## src/rtl/sarcal_pkg.sv

```systemverilog
package sarcal_pkg;
  typedef enum logic {
    SAR_IDLE = 1'b0,
    SAR_RUN  = 1'b1
  } sar_mode_e;
endpackage

```

## src/rtl/sign_sync.sv

```systemverilog
module sign_sync #(
  parameter int STAGES = 2
) (
  input  logic clk,
  input  logic rst_ni,
  input  logic d_i,
  output logic q_o
);
  logic [STAGES-1:0] chain_q;
  logic [STAGES-1:0] chain_n;

  always_comb begin
    chain_n = {chain_q[STAGES-2:0], d_i};
  end

  always_ff @(posedge clk or negedge rst_ni) begin
    if (!rst_ni) chain_q <= '0;
    else         chain_q <= chain_n;
  end

  assign q_o = chain_q[STAGES-1];
endmodule

```

## src/rtl/sar_core.sv

```systemverilog
module sar_core
  import sarcal_pkg::*;
#(
  parameter int CODE_W = 8,
  localparam int PTR_W = (CODE_W > 1) ? $clog2(CODE_W) : 1
) (
  input  logic              clk,
  input  logic              rst_ni,
  input  logic              start_i,
  input  logic              step_en_i,
  input  logic              sign_i,
  output logic [CODE_W-1:0] trial_o,
  output logic              busy_o,
  output logic              fin_o,
  output logic [CODE_W-1:0] fin_code_o
);
  localparam logic [CODE_W-1:0] MID = {1'b1, {(CODE_W-1){1'b0}}};
  localparam logic [PTR_W-1:0]  TOP = PTR_W'(CODE_W-1);

  sar_mode_e         mode_q, mode_n;
  logic [CODE_W-1:0] trial_q, trial_n;
  logic [PTR_W-1:0]  ptr_q, ptr_n, ptr_dec;
  logic              fin_c;

  assign ptr_dec = ptr_q - 1'b1;

  always_comb begin
    mode_n  = mode_q;
    trial_n = trial_q;
    ptr_n   = ptr_q;
    fin_c   = 1'b0;
    case (mode_q)
      SAR_IDLE: begin
        if (start_i) begin
          mode_n  = SAR_RUN;
          trial_n = MID;
          ptr_n   = TOP;
        end
      end
      SAR_RUN: begin
        if (step_en_i) begin
          trial_n[ptr_q] = sign_i;
          if (ptr_q == '0) begin
            mode_n = SAR_IDLE;
            fin_c  = 1'b1;
          end else begin
            trial_n[ptr_dec] = 1'b1;
            ptr_n            = ptr_dec;
          end
        end
      end
      default: mode_n = SAR_IDLE;
    endcase
  end

  always_ff @(posedge clk or negedge rst_ni) begin
    if (!rst_ni) begin
      mode_q  <= SAR_IDLE;
      trial_q <= MID;
      ptr_q   <= TOP;
    end else begin
      mode_q  <= mode_n;
      trial_q <= trial_n;
      ptr_q   <= ptr_n;
    end
  end

  assign trial_o    = trial_q;
  assign busy_o     = (mode_q == SAR_RUN);
  assign fin_o      = fin_c;
  assign fin_code_o = trial_n;

  // an idle start loads mid-scale and enters the search
  p_start_loads_mid_r2: assert property (@(posedge clk) disable iff (!rst_ni)
    (mode_q == SAR_IDLE && start_i) |=> (mode_q == SAR_RUN && trial_q == MID));
  // a kept bit never lowers the trial word
  p_keep_raises_r3: assert property (@(posedge clk) disable iff (!rst_ni)
    (mode_q == SAR_RUN && step_en_i && sign_i) |=> (trial_q >= $past(trial_q)));
  // a cleared bit always lowers the trial word
  p_clear_lowers_r3: assert property (@(posedge clk) disable iff (!rst_ni)
    (mode_q == SAR_RUN && step_en_i && !sign_i) |=> (trial_q < $past(trial_q)));
  // without a step the search holds, whatever start does
  p_run_holds_r7: assert property (@(posedge clk) disable iff (!rst_ni)
    (mode_q == SAR_RUN && !step_en_i) |=> ($stable(trial_q) && mode_q == SAR_RUN));
  // idle trial word is untouched by step strobes
  p_idle_step_r8: assert property (@(posedge clk) disable iff (!rst_ni)
    (mode_q == SAR_IDLE && !start_i) |=> $stable(trial_q));
endmodule

```

## src/rtl/offset_sar_cal.sv

```systemverilog
module offset_sar_cal #(
  parameter int CODE_W = 8
) (
  input  logic              clk,
  input  logic              rst_n,
  input  logic              start_i,
  input  logic              step_en_i,
  input  logic              sign_async_i,
  output logic [CODE_W-1:0] trial_code_o,
  output logic [CODE_W-1:0] final_code_o,
  output logic              busy_o,
  output logic              done_o
);
  localparam logic [CODE_W-1:0] MID = {1'b1, {(CODE_W-1){1'b0}}};

  logic [1:0]        rst_sync_q;
  logic              rst_int_n;
  logic              sign_s;
  logic              fin_c;
  logic [CODE_W-1:0] fin_code_c;
  logic [CODE_W-1:0] final_q, final_n;
  logic              done_q, done_n;

  // reset: asserted at once, released on the clock
  always_ff @(posedge clk or negedge rst_n) begin
    if (!rst_n) rst_sync_q <= 2'b00;
    else        rst_sync_q <= {rst_sync_q[0], 1'b1};
  end
  assign rst_int_n = rst_sync_q[1];

  sign_sync #(.STAGES(2)) u_sign_sync (
    .clk    (clk),
    .rst_ni (rst_int_n),
    .d_i    (sign_async_i),
    .q_o    (sign_s)
  );

  sar_core #(.CODE_W(CODE_W)) u_core (
    .clk        (clk),
    .rst_ni     (rst_int_n),
    .start_i    (start_i),
    .step_en_i  (step_en_i),
    .sign_i     (sign_s),
    .trial_o    (trial_code_o),
    .busy_o     (busy_o),
    .fin_o      (fin_c),
    .fin_code_o (fin_code_c)
  );

  always_comb begin
    final_n = final_q;
    done_n  = fin_c;
    if (fin_c) final_n = fin_code_c;
  end

  always_ff @(posedge clk or negedge rst_int_n) begin
    if (!rst_int_n) begin
      final_q <= MID;
      done_q  <= 1'b0;
    end else begin
      final_q <= final_n;
      done_q  <= done_n;
    end
  end

  assign final_code_o = final_q;
  assign done_o       = done_q;

  // done never lasts two cycles
  p_done_single_r5: assert property (@(posedge clk) disable iff (!rst_int_n)
    done_q |=> !done_q);
  // done comes with the search already closed
  p_done_idle_r5: assert property (@(posedge clk) disable iff (!rst_int_n)
    done_q |-> !busy_o);
  // the stored result moves only alongside done
  p_final_held_r6: assert property (@(posedge clk) disable iff (!rst_int_n)
    !done_q |-> $stable(final_q));
endmodule

```

## config.mk

```make
export PLATFORM = sky130hd
export DESIGN_NAME = offset_sar_cal
export DESIGN_NICKNAME = d
export VERILOG_FILES = /design/src/rtl/sarcal_pkg.sv /design/src/rtl/sign_sync.sv /design/src/rtl/sar_core.sv /design/src/rtl/offset_sar_cal.sv
export SDC_FILE = /design/constraint.sdc
export NUM_CORES = 1
export LEC_CHECK = 0
export CORE_MARGIN = 5
export CORE_UTILIZATION = 61
export CTS_CLUSTER_SIZE = 16
export DETAILED_ROUTE_END_ITERATION = 10
export DONT_BUFFER_PORTS = 1
export GPL_TIMING_DRIVEN = 0
export PLACE_DENSITY = 0.77
export SLEW_MARGIN = 20
export SYNTH_ARGS = -nofsm -noshare
export SYNTH_HDL_FRONTEND = slang
export SYNTH_SLANG_ARGS = --single-unit
```

## constraint.sdc

```tcl
create_clock -name clk -period 0.9 [get_ports clk]
set_input_delay 0.18 -clock clk [delete_from_list [all_inputs] [get_ports clk]]
set_output_delay 0.18 -clock clk [all_outputs]
set_load 0.01 [all_outputs]
```

# [Yosys cells after proc, flatten, opt, wreduce, memory -nomap -nowiden]
# Cells that the tools add are included.
[totals] regBits=25 output_inout_bits=18 word_cells=41
[classes] muxes=20 addsub=1 magnitude_cmp=4 eq_ne=3 n_reduce_logical=4 n_bitwise=2
[op_table] op="two-way mux 8 bit" count=3
[op_table] op="case mux 8 bit (2 select lines)" count=1
[op_table] op="two-way mux 3 bit" count=3
[op_table] op="bitwise mux 8 bit" count=1
[op_table] op="less-than comparator 3 x 4 -> 1 bit (second input constant)" count=2
[op_table] op="two-way mux 1 bit" count=8
[op_table] op="bitwise OR 8 bit" count=1
[op_table] op="demux 1 bit (select 3 bit)" count=2
[op_table] op="greater-or-equal comparator 3 x 1 -> 1 bit (second input constant)" count=2
[op_table] op="inequality test 2 bit (second input constant)" count=3
[op_table] op="case mux 3 bit (2 select lines)" count=1
[op_table] op="zero test 3 bit" count=1
[op_table] op="AND reduction 3 bit" count=1
[op_table] op="subtractor 3 x 1 -> 3 bit (second input constant)" count=1
[op_table] op="logical AND 1 bit" count=2
[op_table] op="case mux 1 bit (2 select lines)" count=1
[op_table] op="NOT 1 bit" count=1

# [Logic depth before layout (Yosys ltp)]
[logic_depth] word_depth=9 depth_mapped=8 ltp_nobuf=6

# [By module]
# From an unflattened synthesis, not the netlist that was laid out.
[unflattened] hier_cells=115 hier_area_um2=1316.3
[by_module_without_submodules] module="sar_core" cells_each=92 area_per_inst_um2=854.6 n_inst=1
[by_module_without_submodules] module="offset_sar_cal" cells_each=21 area_per_inst_um2=411.6 n_inst=1
[by_module_without_submodules] module="sign_sync" cells_each=2 area_per_inst_um2=50.0 n_inst=1

# [Worst setup path after synthesis]
# No wires, ideal clock.
[synth_path] kind="flip-flop to flip-flop" startpoint="register u_core.ptr_q[0]" endpoint="register u_core.trial_q[3], in the netlist u_core.trial_o[3]" path_stages_with_launch=8 setup_slack_ns=-1.054 arrival_ns=1.850 required_ns=0.796 cell_sequence="dfstp_2 -> buf_2 -> inv_1 -> ha_1 -> nor3_1 -> o21ai_1 -> or4_1 -> o311ai_1"
[synth_via] elab_chain_len=9
[synth_lines] item="start, declared" line_no="sar_core.sv:22" rtl="logic [PTR_W-1:0] ptr_q, ptr_n, ptr_dec;"
[synth_lines] item="start signal, assigned" line_no="sar_core.sv:64" rtl="ptr_q <= ptr_n;"
[synth_lines] item="subtractor 3 x 1 -> 3 bit (tied with other cells)" line_no="sar_core.sv:25" rtl="assign ptr_dec = ptr_q - 1'b1;"
[synth_lines] item="less-than comparator 3 x 4 -> 1 bit (not written as such) (tied with other cells)" line_no="sar_core.sv:47" rtl="trial_n[ptr_dec] = 1'b1;"
[synth_lines] item="logical AND 1 bit (not written as such) / two-way mux 1 bit (equally long branches)" line_no="sar_core.sv:47, sar_core.sv:42"
[synth_lines] item="two-way mux 1 bit (not written as such) / demux 1 bit (select 3 bit) (equally long branches)"
[synth_lines] item="demux 1 bit (select 3 bit) / bitwise mux 8 bit (equally long branches)"
[synth_lines] item="bitwise OR 8 bit (no source line)"
[synth_lines] item="two-way mux 8 bit (*)" line_no="sar_core.sv:43" rtl="if (ptr_q == '0) begin"
[synth_lines] item="two-way mux 8 bit (*)" line_no="sar_core.sv:41" rtl="if (step_en_i) begin"
[synth_lines] item="case mux 8 bit (2 select lines) (*)" line_no="sar_core.sv:32" rtl="case (mode_q)"
[synth_lines] item="named net fin_code_c[3]" line_no="offset_sar_cal.sv:20" rtl="logic [CODE_W-1:0] fin_code_c;"
[synth_lines] item="end signal, assigned" line_no="sar_core.sv:63" rtl="trial_q <= trial_n;"
[synth_lines] item="end, declared" line_no="sar_core.sv:21" rtl="logic [CODE_W-1:0] trial_q, trial_n;"
# The timed path passes the listed nets; every way through them passes the cells marked *.
# A chain may end at the register's enable or synchronous reset.

# [Final worst setup path]
[layout_path] startpoint="register u_core.ptr_q[1]" endpoint="register u_core.trial_q[3], in the netlist u_core.trial_o[3]"
# Same word-level chain as after synthesis.

==> results.cfg <==
[floorplanning]
initial_core_util_pct = 65.1
die_h_um = 56.2
core_um2 = 2000
num_rows = 16
ios = 23
fp.dieArea_um2 = 3160
die_w_um = 56.2

[sta]
finalMaxSlewViolations = 0
min_period_ps = 1950
rsz0062_at_grt = yes
finalCritPeriodShare_pct = 217
relSlewSlack_pct = 37.1
finalWorstSetupSlack_ps = -1050
holdWs_ps = 33.1
finalClockSkew_ps = 2.86
hold_viol = 0
worst_pin_slew_ps = 943
setup_viol = 57
max_freq_mhz = 513

[power]
internal_power_w = 0.00396
pwr-share-clk_pct = 8.2
finalPower_w = 0.00716
p_seq_share_pct = 32.9
p_leak_nw = 0.728
switching_power_w = 0.00320
switching_share_pct = 44.7
ir_drop_mv = 3.21
powerDensity_nw_per_um2 = 4110
pwr-share-comb_pct = 58.9

[grt]
antenna_found_initial = 0
grt_first_pass_wirelength_mm = 6.04
grt_pass1_vias = 1240
grtUsageTotal_pct = 24.4
grt.overflow.total = 0
grt_max_degree = 24

[route]
wl_per_cell_um = 22.0
drt_iter0_drc = 87
firstDrtPassIters = 5
routed_wl_mm = 4.06
vias = 1249
ant_nets = 0
drc = 0
vias_per_cell = 6.75

[clock_tree]
ctsLongestPathBuffers = 2
cts_root_buf = clkbuf_4
cts_htree_levels = 1
clock_latency_ps = 340
clock-sinks = 25
cts_buffers = 3
cts.clk_slew.worst_paths_ps = 160
cts_tree = built

[cells_and_area]
layout_common_cells = nand2_1 (20), dfrtp_1 (17), buf_4 (14)
stdcell_count = 185
layout_commonest_cell = nand2_1
n_fill_cell = 96
area_growth_pct = 33.7
layout-drive-gt1-share_pct = 45.6
post-route-util_pct = 87.1
antenna_cells = 0
nets = 166

[run_status]
violations = setup timing
status = finished, violations left

[place]
placedCellCount = 161
portBuffers = 0
gp_congestion = 0.916
hpwl_mm = 2.07

[min_path]
hold_class = in -> reg
hold_start = start_i
hold_end = u_core.ptr_q[2]$_DFFE_PN1P_
worstHoldPathCells = 2

[flow_run]
drv_cap = 0

[setup_path]
arrival_ps = 2200
rrSetupSlack_ps = -1050
cp_max_fo = 2
end_kind = flop
r2r_cells = 7
reg2reg_to = u_core.trial_o[3]$_DFF_PN0_
worstPathRequired_ps = 1150
reg2reg_from = u_core.ptr_q[1]$_DFFE_PN1P_
criticalPathCategory = reg -> reg
startpoint_type = flop

[synthesis]
yosys-top-cells-area = dfrtp_1 (38%), dfstp_2 (10%), o21ai_0 (6.1%), nand2_1 (5.8%), nor2_1 (2.6%)
syn_area_per_cell_um2 = 9.73
syn_nets = 141
yosysSeqAreaShare_pct = 48.5
syn_inst = 134
yosysTopAreaCell = dfrtp_1
ys_warn_count = 0
syn_area_um2 = 1300
synth.top_cell.area_share_pct = 38.4
ys_seq_elements = 25
yosysUniqueCellTypes = 41
## through the flow
step                      worst slack, ps  area, um^2  setup TNS, ps
after floorplan                      -884        1340         -13790
after global placement              -1020        1370         -17930
after detailed placement            -1040        1370         -19480
after CTS                            -893        1650         -19820
after global routing                -1050        1740         -25300
final                               -1050        1740         -20270
## worst max path at each step
stage	start	to
finish	u_core.ptr_q[1]$_DFFE_PN1P_	u_core.trial_o[3]$_DFF_PN0_
global route	u_core.ptr_q[1]$_DFFE_PN1P_	u_core.trial_o[3]$_DFF_PN0_
CTS	u_core.ptr_q[0]$_DFFE_PN1P_	u_core.trial_o[3]$_DFF_PN0_
detailed placement	u_core.ptr_q[0]$_DFFE_PN1P_	u_core.trial_o[3]$_DFF_PN0_
global placement	u_core.ptr_q[0]$_DFFE_PN1P_	u_core.trial_o[3]$_DFF_PN0_
floorplan	u_core.ptr_q[0]$_DFFE_PN1P_	u_core.trial_o[3]$_DFF_PN0_
## logic make-up after synthesis
group,Yosys count,synth area share [%]
other,1,0.288
multiplexers,6,4.89
AO/OA/AOI/OAI,35,17.6
flip-flops,25,48.5
AND/OR/NAND/NOR,53,21.9
adder cells (fa/ha/maj),2,1.92
buffers and inverters,12,4.99
## final cells by class
class | instances | area (um^2) | share of cell area, %
multi-input cells | 97 | 782 | 44.9
flip-flops and latches | 25 | 636 | 36.5
inverters | 5 | 28.8 | 1.65
clock buffers | 3 | 22.5 | 1.29
plain buffers | 7 | 61.3 | 3.52
repair buffers | 20 | 170 | 9.76
well taps | 27 | 33.8 | 1.94
clock inverters | 1 | 8.76 | 0.503
## synth_stat cells, drive strengths merged
library cell and count:
dfrtp 20, nand2 20, o21ai 19, nor2 9
a211oi 6, dfstp 5, inv 5, buf 4
nand3 4, nor2b 4, clkbuf 3, mux2 3
mux2i 3, nand3b 3, ha 2, nor3 2
nor3b 2, o221ai 2, o311ai 2, a21boi 1
a21oi 1, and2 1, and2b 1, and3b 1
and4b 1, and4bb 1, conb 1, nand2b 1
o211ai 1, o21a 1, o22a 1, o31ai 1
or3 1, or3b 1, or4 1
## critical path, cell delays in order, from the launching register on
cell      delay (ps)
dfstp_2          580
buf_6            110
inv_4             40
ha_4             160
nor3_4           200
o21ai_2           90
or4_1            550
o311ai_1         110
## flip-flops by register name, indices dropped and copies added (netlist names)
signal	count
u_core.trial_o	8
u_core.busy_o	1
done_o	1
u_core.ptr_q	3
u_sign_sync.chain_q	2
rst_sync_q	2
final_code_o	8
## power groups by stage
stage          clock network (W)  registers, W  logic, W
3_5_place_dp                   0       0.00234   0.00232
3_3_place_gp                   0       0.00232   0.00224
2_1_floorplan                  0       0.00219   0.00189
5_1_grt                 0.000628       0.00243   0.00443
4_1_cts                 0.000579       0.00233   0.00342
6_report                0.000589       0.00235   0.00422
## routing by layer
layer	track usage [%]	wire (um)
met4	15.3	178
met2	35.7	1860
met5	0	0
met1	32.3	1530
met3	5.80	485
## repair_timing
item                       4_1_cts  5_1_grt
pin swaps                       15       10
hold endpoints to repair         3        0
gates resized for setup         33       17
buffers inserted                15        5
cloned                           0        0
hold buffers                     2        0
setup endpoints to repair       57       62
No activity file was read; power rests on OpenSTA's default activity.
